==> config.mk <==
export PLATFORM = sky130hd
export DESIGN_NAME = lock_guard
export DESIGN_NICKNAME = d
export VERILOG_FILES = /design/src/rtl/lockp_pkg.sv /design/src/rtl/lock_cells.sv /design/src/rtl/ea_capture.sv /design/src/rtl/access_gate.sv /design/src/rtl/lock_guard.sv
export SDC_FILE = /design/constraint.sdc
export NUM_CORES = 1
export LEC_CHECK = 0
export ABC_AREA = 1
export CAP_MARGIN = 20
export CORE_AREA = 5 5 42 44
export CTS_CLUSTER_DIAMETER = 80
export CTS_CLUSTER_SIZE = 10
export DETAILED_ROUTE_END_ITERATION = 10
export DIE_AREA = 0 0 47 49
export MAX_ROUTING_LAYER = met4
export PLACE_DENSITY = 0.48
export SETUP_SLACK_MARGIN = 0.4
export SYNTH_ARGS = -nofsm -noshare
export SYNTH_HDL_FRONTEND = slang
export SYNTH_HIERARCHICAL = 1
export SYNTH_SLANG_ARGS = --single-unit
==> constraint.sdc <==
create_clock -name clk -period 1.4 [get_ports clk]
set_clock_uncertainty 0.15 [all_clocks]
set_input_delay 0.28 -clock clk [delete_from_list [all_inputs] [get_ports clk]]
set_output_delay 0.28 -clock clk [all_outputs]
set_load 0.02 [all_outputs]
==> src/rtl/lockp_pkg.sv <==
// Shared definitions of the lock protection unit.
// Assumes three lock bits and four cumulative levels.
package lockp_pkg;
    localparam int LOCK_BITS = 3;
    localparam int LVL_W     = $clog2(LOCK_BITS + 1);

    typedef enum logic [LVL_W-1:0] {
        PL_OPEN     = 2'd0,  // level 1
        PL_NOXREAD  = 2'd1,  // level 2
        PL_NOVERIFY = 2'd2,  // level 3
        PL_NOEXT    = 2'd3   // level 4
    } prot_level_t;
endpackage

==> src/rtl/lock_cells.sv <==
// One-way lock bit storage and level decode.
// The bits model nonvolatile cells: they start erased, are set one at a
// time by a program pulse and are cleared only by erase. Device reset
// does not touch them. The level comes from the highest programmed bit.
module lock_cells
    import lockp_pkg::*;
#(
    parameter int NBITS = LOCK_BITS,
    localparam int SEL_W = $clog2(NBITS + 1)
) (
    input  logic             clk,
    input  logic             rst_n,
    input  logic             lock_wr,
    input  logic [SEL_W-1:0] lock_sel,
    input  logic             erase,
    output prot_level_t      level
);
    logic [NBITS-1:0] cells_q = '0;
    logic [NBITS-1:0] set_vec;

    // one-hot set vector for the selected bit (select 0 sets nothing)
    always_comb begin
        set_vec = '0;
        for (int i = 0; i < NBITS; i++)
            if (lock_wr && (int'(lock_sel) == i + 1)) set_vec[i] = 1'b1;
    end

    // cell update: erase has priority, programming only sets bits
    always_ff @(posedge clk) begin
        if (erase) cells_q <= '0;
        else       cells_q <= cells_q | set_vec;
    end

    // level decode: highest programmed bit wins
    always_comb begin
        level = PL_OPEN;
        for (int i = 0; i < NBITS; i++)
            if (cells_q[i]) level = prot_level_t'(i + 1);
    end


    cells_one_way_chk: assert property (@(posedge clk) disable iff (!rst_n)
        !$past(erase) |-> (($past(cells_q) & ~cells_q) == '0));

    erase_clears_chk: assert property (@(posedge clk) disable iff (!rst_n)
        erase |=> (level == PL_OPEN));
endmodule

==> src/rtl/ea_capture.sv <==
// External-access strap handling.
// Samples the pin on every clock edge while reset is low. At the open
// level the pin passes straight through; above it the held copy is used.
module ea_capture
    import lockp_pkg::*;
(
    input  logic        clk,
    input  logic        rst_n,
    input  logic        ea_pin,
    input  prot_level_t level,
    output logic        ea_eff
);
    logic ea_hold_q;

    // capture the strap only inside the reset window
    always_ff @(posedge clk) begin
        if (!rst_n) ea_hold_q <= ea_pin;
    end

    // choose the live pin or the held copy
    always_comb ea_eff = (level == PL_OPEN) ? ea_pin : ea_hold_q;


    ea_locked_stable_chk: assert property (@(posedge clk) disable iff (!rst_n)
        ($past(rst_n) && level != PL_OPEN && $past(level) != PL_OPEN)
        |-> $stable(ea_eff));
endmodule

==> src/rtl/access_gate.sv <==
// Permission gating by protection level.
// Each grant is its request masked by the levels that forbid it.
// Assumes requests are already qualified by the caller.
module access_gate
    import lockp_pkg::*;
(
    input  logic        clk,
    input  logic        rst_n,
    input  prot_level_t level,
    input  logic        movc_ext_req,
    input  logic        verify_req,
    input  logic        ext_fetch_req,
    input  logic        code_prog_req,
    output logic        movc_int_grant,
    output logic        verify_grant,
    output logic        ext_fetch_grant,
    output logic        code_prog_grant
);
    logic lvl_ge2, lvl_ge3, lvl_ge4;

    // cumulative level flags
    always_comb begin
        lvl_ge2 = (level >= PL_NOXREAD);
        lvl_ge3 = (level >= PL_NOVERIFY);
        lvl_ge4 = (level == PL_NOEXT);
    end

    // grant masking
    always_comb begin
        movc_int_grant  = movc_ext_req  & ~lvl_ge2;
        code_prog_grant = code_prog_req & ~lvl_ge2;
        verify_grant    = verify_req    & ~lvl_ge3;
        ext_fetch_grant = ext_fetch_req & ~lvl_ge4;
    end


    locked_no_prog_chk: assert property (@(posedge clk) disable iff (!rst_n)
        (level != PL_OPEN) |-> (!code_prog_grant && !movc_int_grant));

    no_verify_chk: assert property (@(posedge clk) disable iff (!rst_n)
        (level == PL_NOVERIFY || level == PL_NOEXT) |-> !verify_grant);

    no_ext_fetch_chk: assert property (@(posedge clk) disable iff (!rst_n)
        (level == PL_NOEXT) |-> !ext_fetch_grant);

    open_grants_all_chk: assert property (@(posedge clk) disable iff (!rst_n)
        (level == PL_OPEN) |-> ($countones({movc_int_grant, verify_grant,
            ext_fetch_grant, code_prog_grant}) ==
            $countones({movc_ext_req, verify_req, ext_fetch_req, code_prog_req})));
endmodule

==> src/rtl/lock_guard.sv <==
// Top of the program memory lock protection unit.
// Ties the lock cells, the strap capture and the permission gate together.
// Assumes the erase and lock-write pulses are one cycle wide.
module lock_guard
    import lockp_pkg::*;
(
    input  logic       clk,
    input  logic       rst_n,
    input  logic       lock_wr,
    input  logic [1:0] lock_sel,
    input  logic       erase,
    input  logic       ea_pin,
    input  logic       movc_ext_req,
    input  logic       verify_req,
    input  logic       ext_fetch_req,
    input  logic       code_prog_req,
    output logic       movc_int_grant,
    output logic       verify_grant,
    output logic       ext_fetch_grant,
    output logic       code_prog_grant,
    output logic       ea_eff
);
    prot_level_t level;

    lock_cells #(.NBITS(LOCK_BITS)) u_cells (
        .clk(clk), .rst_n(rst_n), .lock_wr(lock_wr), .lock_sel(lock_sel),
        .erase(erase), .level(level)
    );

    ea_capture u_ea (
        .clk(clk), .rst_n(rst_n), .ea_pin(ea_pin), .level(level), .ea_eff(ea_eff)
    );

    access_gate u_gate (
        .clk(clk), .rst_n(rst_n), .level(level),
        .movc_ext_req(movc_ext_req), .verify_req(verify_req),
        .ext_fetch_req(ext_fetch_req), .code_prog_req(code_prog_req),
        .movc_int_grant(movc_int_grant), .verify_grant(verify_grant),
        .ext_fetch_grant(ext_fetch_grant), .code_prog_grant(code_prog_grant)
    );


    open_ea_follow_chk: assert property (@(posedge clk) disable iff (!rst_n)
        (level == PL_OPEN) |-> (ea_eff == ea_pin));
endmodule

-- Yosys cells after proc, flatten, opt, wreduce, memory -nomap -nowiden
Cells that the tools add are included.
- magnitude comparators: 2
- eq/ne operators: 4
- mux-type cells: 7
- bitwise gates (word level): 8
- reductions and logical operators: 4
- operators by type and width (operator ; count):
    2-bit equality test, second input constant ; 3
    1-bit two-way mux ; 5
    1-bit bitwise AND ; 4
    2-bit two-way mux ; 2
    1-bit logical AND ; 3
    1-bit NOT ; 3
    3-bit OR ; 1
    2-bit by 1-bit equality test with 1-bit output, second input constant ; 1
    2-bit by 1-bit >= comparator with 1-bit output, second input constant ; 1
    2-bit >= comparator, second input constant ; 1
    2-bit logical NOT ; 1
- register bits after elaboration: 4
- input bits: 11
- output and inout bits: 5

-- Logic depth before layout (Yosys ltp)
Gate-level depths: netlist (run 1).
- word-level depth: 6
- gate-level depth with buffers: 5
- mapped depth without buffers: 5

-- Cells and area by module
Netlist (run 1), hierarchy kept.
- by module, submodules not included (module ; times used ; cells an instance ; area each (um2)):
    lock_cells ; 1 ; 16 ; 117.6
    ea_capture ; 1 ; 6 ; 50.0
    access_gate ; 1 ; 10 ; 41.3

-- Least setup slack after synthesis (run 1)
No wires, ideal clock.
- path type: flip-flop to output port
- start: register u_cells.cells_q[2]
- end: output ext_fetch_grant
- arrival time: 1.007 ns
- slack: -0.037 ns
- stages on the path, launching flop included: 4
- cell sequence: dfxtp_1 -> inv_1 -> o21ai_0 -> a21boi_0
- cells in the longest elaborated chain, start to end: 4
- RTL lines (element ; RTL line ; RTL):
    start, declared ; lock_cells.sv:18 ; logic [NBITS-1:0] cells_q = '0;
    start signal, assigned ; lock_cells.sv:31 ; else cells_q <= cells_q | set_vec;
    2-bit two-way mux ; lock_cells.sv:38 ; if (cells_q[i]) level = prot_level_t'(i + 1);
    net level[0] ; lock_guard.sv:23 ; prot_level_t level;
    2-bit equality test ; access_gate.sv:25 ; lvl_ge4 = (level == PL_NOEXT);
    1-bit NOT ; access_gate.sv:33 ; ext_fetch_grant = ext_fetch_req & ~lvl_ge4;
    1-bit bitwise AND ; access_gate.sv:33 ;
    end, declared ; lock_guard.sv:19 ; output logic ext_fetch_grant,
The timed path passes the listed nets, and every way through them passes these cells.

-- Final worst setup path (run 1)
- start: register u_cells.cells_q[2]
- end: output ea_eff
- cells in the longest elaborated chain, start to end: 3
- RTL lines (element ; RTL line ; RTL):
    2-bit two-way mux ; lock_cells.sv:38 ;
    net level[0] ; lock_guard.sv:23 ;
    2-bit logical NOT ; ea_capture.sv:21 ; always_comb ea_eff = (level == PL_OPEN) ? ea_pin : ea_hold_q;
    1-bit two-way mux ; ea_capture.sv:21 ;
    end, declared ; lock_guard.sv:21 ; output logic ea_eff
The timed path passes the listed nets, and every way through them passes these cells.

==> key figures, run 1 <==
Status
  – Status: complete, but fails checks
  – Failing checks: negative setup slack

Detailed routing
  – Pre-antenna DRT Iters: 2
  – WL met2: between 200 and 250 um
  – Vias per inst: 3.77
  – Met1 Routed Length: 230 um
  – Routed vias: ~280
  – Post-Route WL: 563 um
  – Highest Signal Layer: met4
  – Iteration-0 DRC Markers: 2
  – Drt wl/cell: 7.71 um
  – Post-route DRC violation count: 0
  – Post-route ant nets: 0
  – Metal3 WL: around 75 um

Cells and area
  – Fraction of layout cells with a size suffix above 1: 56.1%
  – Area growth from synthesis to layout: 156%
  – N_diodes: 0
  – Final core utilization: between 30% and 40%
  – Final Cell Area: approximately 540 um^2
  – # fillers: 163
  – Total Nets Final: 69

Global routing
  – Pin count of the biggest net entering global routing: 6
  – First-pass GRT wire length: 924 um
  – Initial antenna violation count: 0
  – Vias in the first global route: 242
  – Total GRT Usage: 6.21%
  – Remaining global-route overflow: 0

Critical path
  – Type of the worst setup path: reg -> out
  – CP Capture Type: output pin
  – CP max FO: 4
  – Setup crit start kind: register
  – R2R depth: 4
  – WP data required: 0.97 ns
  – Worst Path Arrival: 1.11 ns

Floorplanning
  – Die area: 0.00230 mm^2
  – I/O pins: 16
  – DIE WIDTH: 47 um
  – Area of the core: 0.00140 mm^2
  – Die Ht: 49 um
  – Initial Util: 14.9%
  – # rows: 14

Placement
  – Port Buffers: 15
  – Worst slack, placed: -0.509 ns
  – Post-DP Area: between 400 and 500 um^2
  – Placed wire-length estimate: 444 um
  – Gpl congestion: 0.643

Job
  – Max-cap violations: 0

Logic synthesis
  – Largest family of logic cells by synthesized area: simple AND/OR/NAND/NOR gates
  – Netlist Area Pre-Place: 209 um^2
  – Synth Area in Compound Gates: 15.6%
  – Cells after Synth: 32
  – Mapped Nets: 43
  – Synth Register Bits: 4
  – Sequential area share after synthesis: 43.1%
  – Netlist cell types: 10
  – Syn Area/Cell: 6.53 um^2
  – Simple-gate share of the synthesized area: between 20% and 30%
  – Post-synthesis adder-cell area fraction: 0%
  – Mux share of post-synthesis cell area: 0%
  – Xor and xnor area share after synthesis: 0%
  – Yosys warning total: 6

CTS
  – CTS tree: built
  – CTS clk-pin slew, worst paths: roughly 0.040 ns
  – CTS sink cnt: 4
  – Post-CTS Hold Fix Bufs: 0
  – H-tree levels: 1
  – Root Driver: clkbuf_4
  – Num CTS Buffers: 3
  – Maximum buffer depth of the clock tree: 2
  – Clk Latency, worst-skew pair: around 0.23 ns

STA
  – Fin. max-slew vios: 0
  – Final Setup Violations: 4
  – Slew HR: 88.9%
  – RSZ-0062 raised after global routing: yes
  – Ratio of final minimum period to clock period: 110%
  – Final Hold Violating Endpoints: 0
  – Final worst slack: -0.140 ns
  – Worst Max-Slew Pin Slew: 0.166 ns
  – Tmin final: ~1.5 ns
  – Post-route setup TNS: -0.434 ns
  – Fmax: 649 MHz

Power
  – Leakage: 0.273 nW
  – PwrDens: 860 mW/mm^2
  – Total power: 0.460 mW
  – Worst IR Drop VDD: 443 uV

Worst hold path
  – Hold Path Class: in -> reg
  – Hold depth: 3
## report_power, final
part,internal [mW],total [mW],switching [mW]
Clock,0.107,0.162,0.0542
Sequential,0.127,0.132,0.00433
Combinational,0.0902,0.167,0.0771
Total,0.325,0.460,0.136
## area by class of cell
type	count	area, um^2	share of cell area, %
clock buffer	4	26.3	4.91
inverter	11	43.8	8.18
multi-input combinational	17	140	26.2
sequential	4	93.8	17.5
tap	16	20.0	3.74
timing repair buffer	21	211	39.5
## worst max-delay path, cell delays in order (launching register included)
cell,delay (ns)
dfxtp_2,0.32
inv_4,0.07
o21ai_4,0.07
buf_6,0.11
o21ai_2,0.12
nand2_2,0.07
buf_6,0.12
## metal layers
metal	GRT usage, %	vias to the layer above
li1	-	145
met1	6.39	113
met2	7.47	13
met3	2.21	4
met4	8.29	0
met5	-	-
## cell usage after synthesis, drive strengths merged
cell	instances	area, um^2
a21boi	1	7.51
dfxtp	3	60.1
edfxtp	1	30.0
o21ai	2	10.0
nor2	4	15.0
nand2	4	15.0
inv	11	41.3
nand3	3	15.0
a21oi	3	15.0
## per-stage QoR
step | hold slack (ns) | instances
after floorplan | 0.192 | 32
after detailed placement | 0.419 | 66
after global placement | 0.415 | 66
after global routing | 0.231 | 73
after CTS | 0.428 | 72
final | 0.204 | 73
## final timing paths
path                           start            endpoint  slack, ns
setup / recovery  u_cells/cells_q[2]              ea_eff      -0.14
hold / removal           lock_sel[1]  u_cells/cells_q[2]       0.20
setup reg to reg  u_cells/cells_q[1]  u_cells/cells_q[1]       0.43
hold reg to reg   u_cells/cells_q[0]  u_cells/cells_q[0]       0.42
## registers in the layout, indices dropped and copies added, names as in the netlist
signal / flops
u_ea/ea_hold_q: 1
u_cells/cells_q: 3
## what timing repair did
item / in CTS / in global routing
pin swaps: 4 / 2
setup endpoints to repair: 5 / 8
buffers inserted: 2 / 1
gates resized for setup: 30 / 8
## placed cells by master (no fill, tap or decap), types with 2 or more instances in the layout
cell / instances
nand3_1: 3
nand2_4: 2
buf_4: 6
inv_1: 6
dlymetal6s2s_1: 4
buf_6: 5
dfxtp_2: 3
inv_2: 4
nor2_4: 3
clkdlybuf4s50_1: 6
clkbuf_4: 3
a21oi_1: 2
## cell families (layout without fill, tap and decap cells)
group | count (synthesis) | after routing
simple gates | 11 | 11
flops | 4 | 4
buf+inv | 11 | 36
compound gates | 6 | 6
Note: power is estimated with default switching activity, not from simulation.
==> inputs of run 2 (changes only) <==
- GPL_TIMING_DRIVEN: default -> 0
==> run 2 against run 1 <==
Against the previous run:
- the run still ends with negative setup slack left
- global-route usage down 1.3 points
- worst setup slack improved by 0.036 ns
- non-clock buffer count decreased by 4
- first-iteration DRC count rose to 2.5 times the previous value
- clock power barely moved
- via count shrank 3.3%
- die area is the same
- maximum frequency up 2.4%
- register-to-register slack improved by 0.02 ns
- sequential power hardly changed
- total power fell by 3.3%
- critical path depth fell by 1
- critical path type unchanged
==> key figures, run 2 (synthesized netlist as in run 1, its figures left out) <==
CTS
  – H-tree levels: 1 (unchanged)
  – CTS tree: built
  – Num CTS Buffers: 3 (unchanged)
  – Maximum buffer depth of the clock tree: 2 (unchanged)
  – Post-CTS Hold Fix Bufs: 0 (unchanged)
  – CTS sink cnt: 4 (unchanged)
  – Clk Latency, worst-skew pair: 0.24 ns (about the same)
  – CTS clk-pin slew, worst paths: 0.04 ns (about the same)
  – Root Driver: clkbuf_4

Critical path
  – CP top delay family: flip-flops
  – CP Capture Type: output pin
  – FF-to-FF setup slack: 0.45 ns (+0.02 ns)
  – CP max stage cell: dfxtp_2
  – Worst Path Arrival: 1.07 ns (-0.04 ns)
  – WP data required: 0.97 ns (about the same)
  – Setup crit start kind: register
  – CP max FO: 5 (+1)
  – Max incr delay on CP: 0.33 ns (about the same)
  – Worst-path cell chain: inv_2, nand2_4, o21ai_1, nand2_2, buf_6
  – Bufs and invs on worst path: 2 (-1)
  – Type of the worst setup path: reg -> out

Global routing
  – Pin count of the biggest net entering global routing: 6 (unchanged)
  – Initial antenna violation count: 0 (unchanged)
  – Vias in the first global route: 225 (-7.0%)
  – Remaining global-route overflow: 0 (unchanged)
  – First-pass GRT wire length: 759 um (-18%)
  – Total GRT Usage: 4.92% (-1.3 points)

Detailed routing
  – Metal3 WL: 81 um (+8.0%)
  – Pre-antenna DRT Iters: 2 (unchanged)
  – Iteration-0 DRC Markers: 5 (+3)
  – Highest Signal Layer: met4
  – Post-Route WL: 560 um (-0.53%)
  – Routed vias: 266 (-3.3%)
  – Vias per inst: 3.86 (+2.3%)
  – Drt wl/cell: 8.12 um (+5.2%)
  – Met1 Routed Length: 228 um (-0.87%)
  – WL met2: 233 um (+2.6%)
  – Post-route ant nets: 0 (unchanged)
  – Post-route DRC violation count: 0 (unchanged)

Placement
  – Placed wire-length estimate: 433 um (-2.5%)
  – Port Buffers: 15 (unchanged)
  – Placed cell count: 63 (-4.5%)
  – Gpl congestion: 0.666 (+3.5%)

Job
  – Max-cap violations: 0 (unchanged)

Floorplanning
  – # rows: 14 (unchanged)
  – Die area: 0.00230 mm^2 (unchanged)
  – DIE WIDTH: 47 um (unchanged)
  – Die Ht: 49 um (unchanged)
  – Area of the core: 0.00140 mm^2 (unchanged)
  – I/O pins: 16 (unchanged)
  – Initial Util: 14.9% (unchanged)

STA
  – Slew HR: 88.2% (-0.72 points)
  – Ratio of final minimum period to clock period: 107% (-2.6 points)
  – Tmin final: 1.50 ns (-0.0360 ns)
  – Final worst slack: -0.104 ns (+0.0360 ns)
  – Fin. max-slew vios: 0 (unchanged)
  – Final Setup Violations: 4 (unchanged)
  – Worst Max-Slew Pin Slew: 0.176 ns (+0.0108 ns)
  – RSZ-0062 raised after global routing: yes
  – Fmax: 665 MHz (+2.4%)
  – Final Hold Violating Endpoints: 0 (unchanged)

Cells and area
  – Total Nets Final: 65 (-5.8%)
  – Most frequent cells in the layout: inv_1 (6), clkdlybuf4s50_1 (5), buf_6 (5)
  – N_diodes: 0 (unchanged)
  – Max reg flops: 3 (unchanged)
  – Most flops, register: u_cells/cells_q
  – Area growth from synthesis to layout: 140%
  – Post-Layout Cell Count: 69 (-5.5%)
  – Commonest non-fill, non-tap cell in the layout: inv_1
  – Largest regs: u_cells/cells_q x3, u_ea/ea_hold_q x1
  – Fraction of layout cells with a size suffix above 1: 50.9% (-5.2 points)

Power
  – Worst IR Drop VDD: 434 uV (-2.1%)
  – PwrDens: 889 mW/mm^2 (+3.4%)
  – Total power: 0.445 mW (-3.3%)
  – Leakage: 0.255 nW (-6.6%)

Status
  – Status: complete, but fails checks
  – Failing checks: negative setup slack

Worst hold path
  – Hold Path Class: in -> reg
[run 2: cell types whose count changed in the layout (fill, tap and decap cells not counted)]
cell             before  now
buf_4                 6    2
clkdlybuf4s50_1       6    5
dlygate4sd2_1         0    1
o21ai_1               0    1
o21ai_2               1    0
[run 2: routing by layer]
layer / global-route usage [%] / vias to the layer above
li1: - / 137
met1: 4.87 / 114
met2: 7.01 / 13
met3: 2.21 / 2
met4: 4.15 / 0
met5: - / -
[run 2: area by class of cell]
| type | count | area, um^2 |
|---|---|---|
| flip-flops and latches | 4 | 93.8 |
| multi-input cells | 17 | 136 |
| fillers | 167 | 901 |
| clock buffers | 4 | 26.3 |
| inverters | 11 | 43.8 |
| well taps | 16 | 20.0 |
| repair buffers | 17 | 180 |
[run 2: worst paths after layout]
path                                    startpoint                  to  cells after the start
worst max-delay path            u_cells/cells_q[1]              ea_eff                      5
worst min-delay path                   lock_sel[1]  u_cells/cells_q[2]                      3
worst max register to register  u_cells/cells_q[1]  u_cells/cells_q[1]                      4
worst min register to register  u_cells/cells_q[0]  u_cells/cells_q[0]                      2
[run 2: tightest hold or removal path: cells and delay by family]
family | cells | cell delay, ns
compound gates | 1 | 0.05
buf+inv | 1 | 0.15
simple gates | 1 | 0.07
[run 2: timing repair]
action                                  CTS  global route
buffers inserted                          1             1
resized for setup                        33             5
pin swaps                                 7             3
endpoints found under the setup margin    5             7
[run 2: report_power, final]
group / internal [mW] / leakage [nW] / switching (mW) / total, mW
sequential: 0.127 / 0.0356 / 0.00385 / 0.131
combinational: 0.0786 / 0.205 / 0.0750 / 0.154
clock: 0.107 / 0.0150 / 0.0531 / 0.160
[run 2: stage by stage]
stage | setup TNS (ns) | util (%) | hold WS [ns] | area [um^2] | setup WS, ns
2_1_floorplan | 0 | - | 0.192 | 264 | 0.244
3_3_place_gp | -2.45 | 31.0 | 0.329 | 434 | -0.506
3_5_place_dp | -2.47 | 31.0 | 0.336 | 434 | -0.510
4_1_cts | -0.446 | 34.2 | 0.342 | 479 | -0.138
5_1_grt | -0.537 | 35.7 | 0.225 | 500 | -0.162
6_report | -0.309 | 35.7 | 0.209 | 500 | -0.104
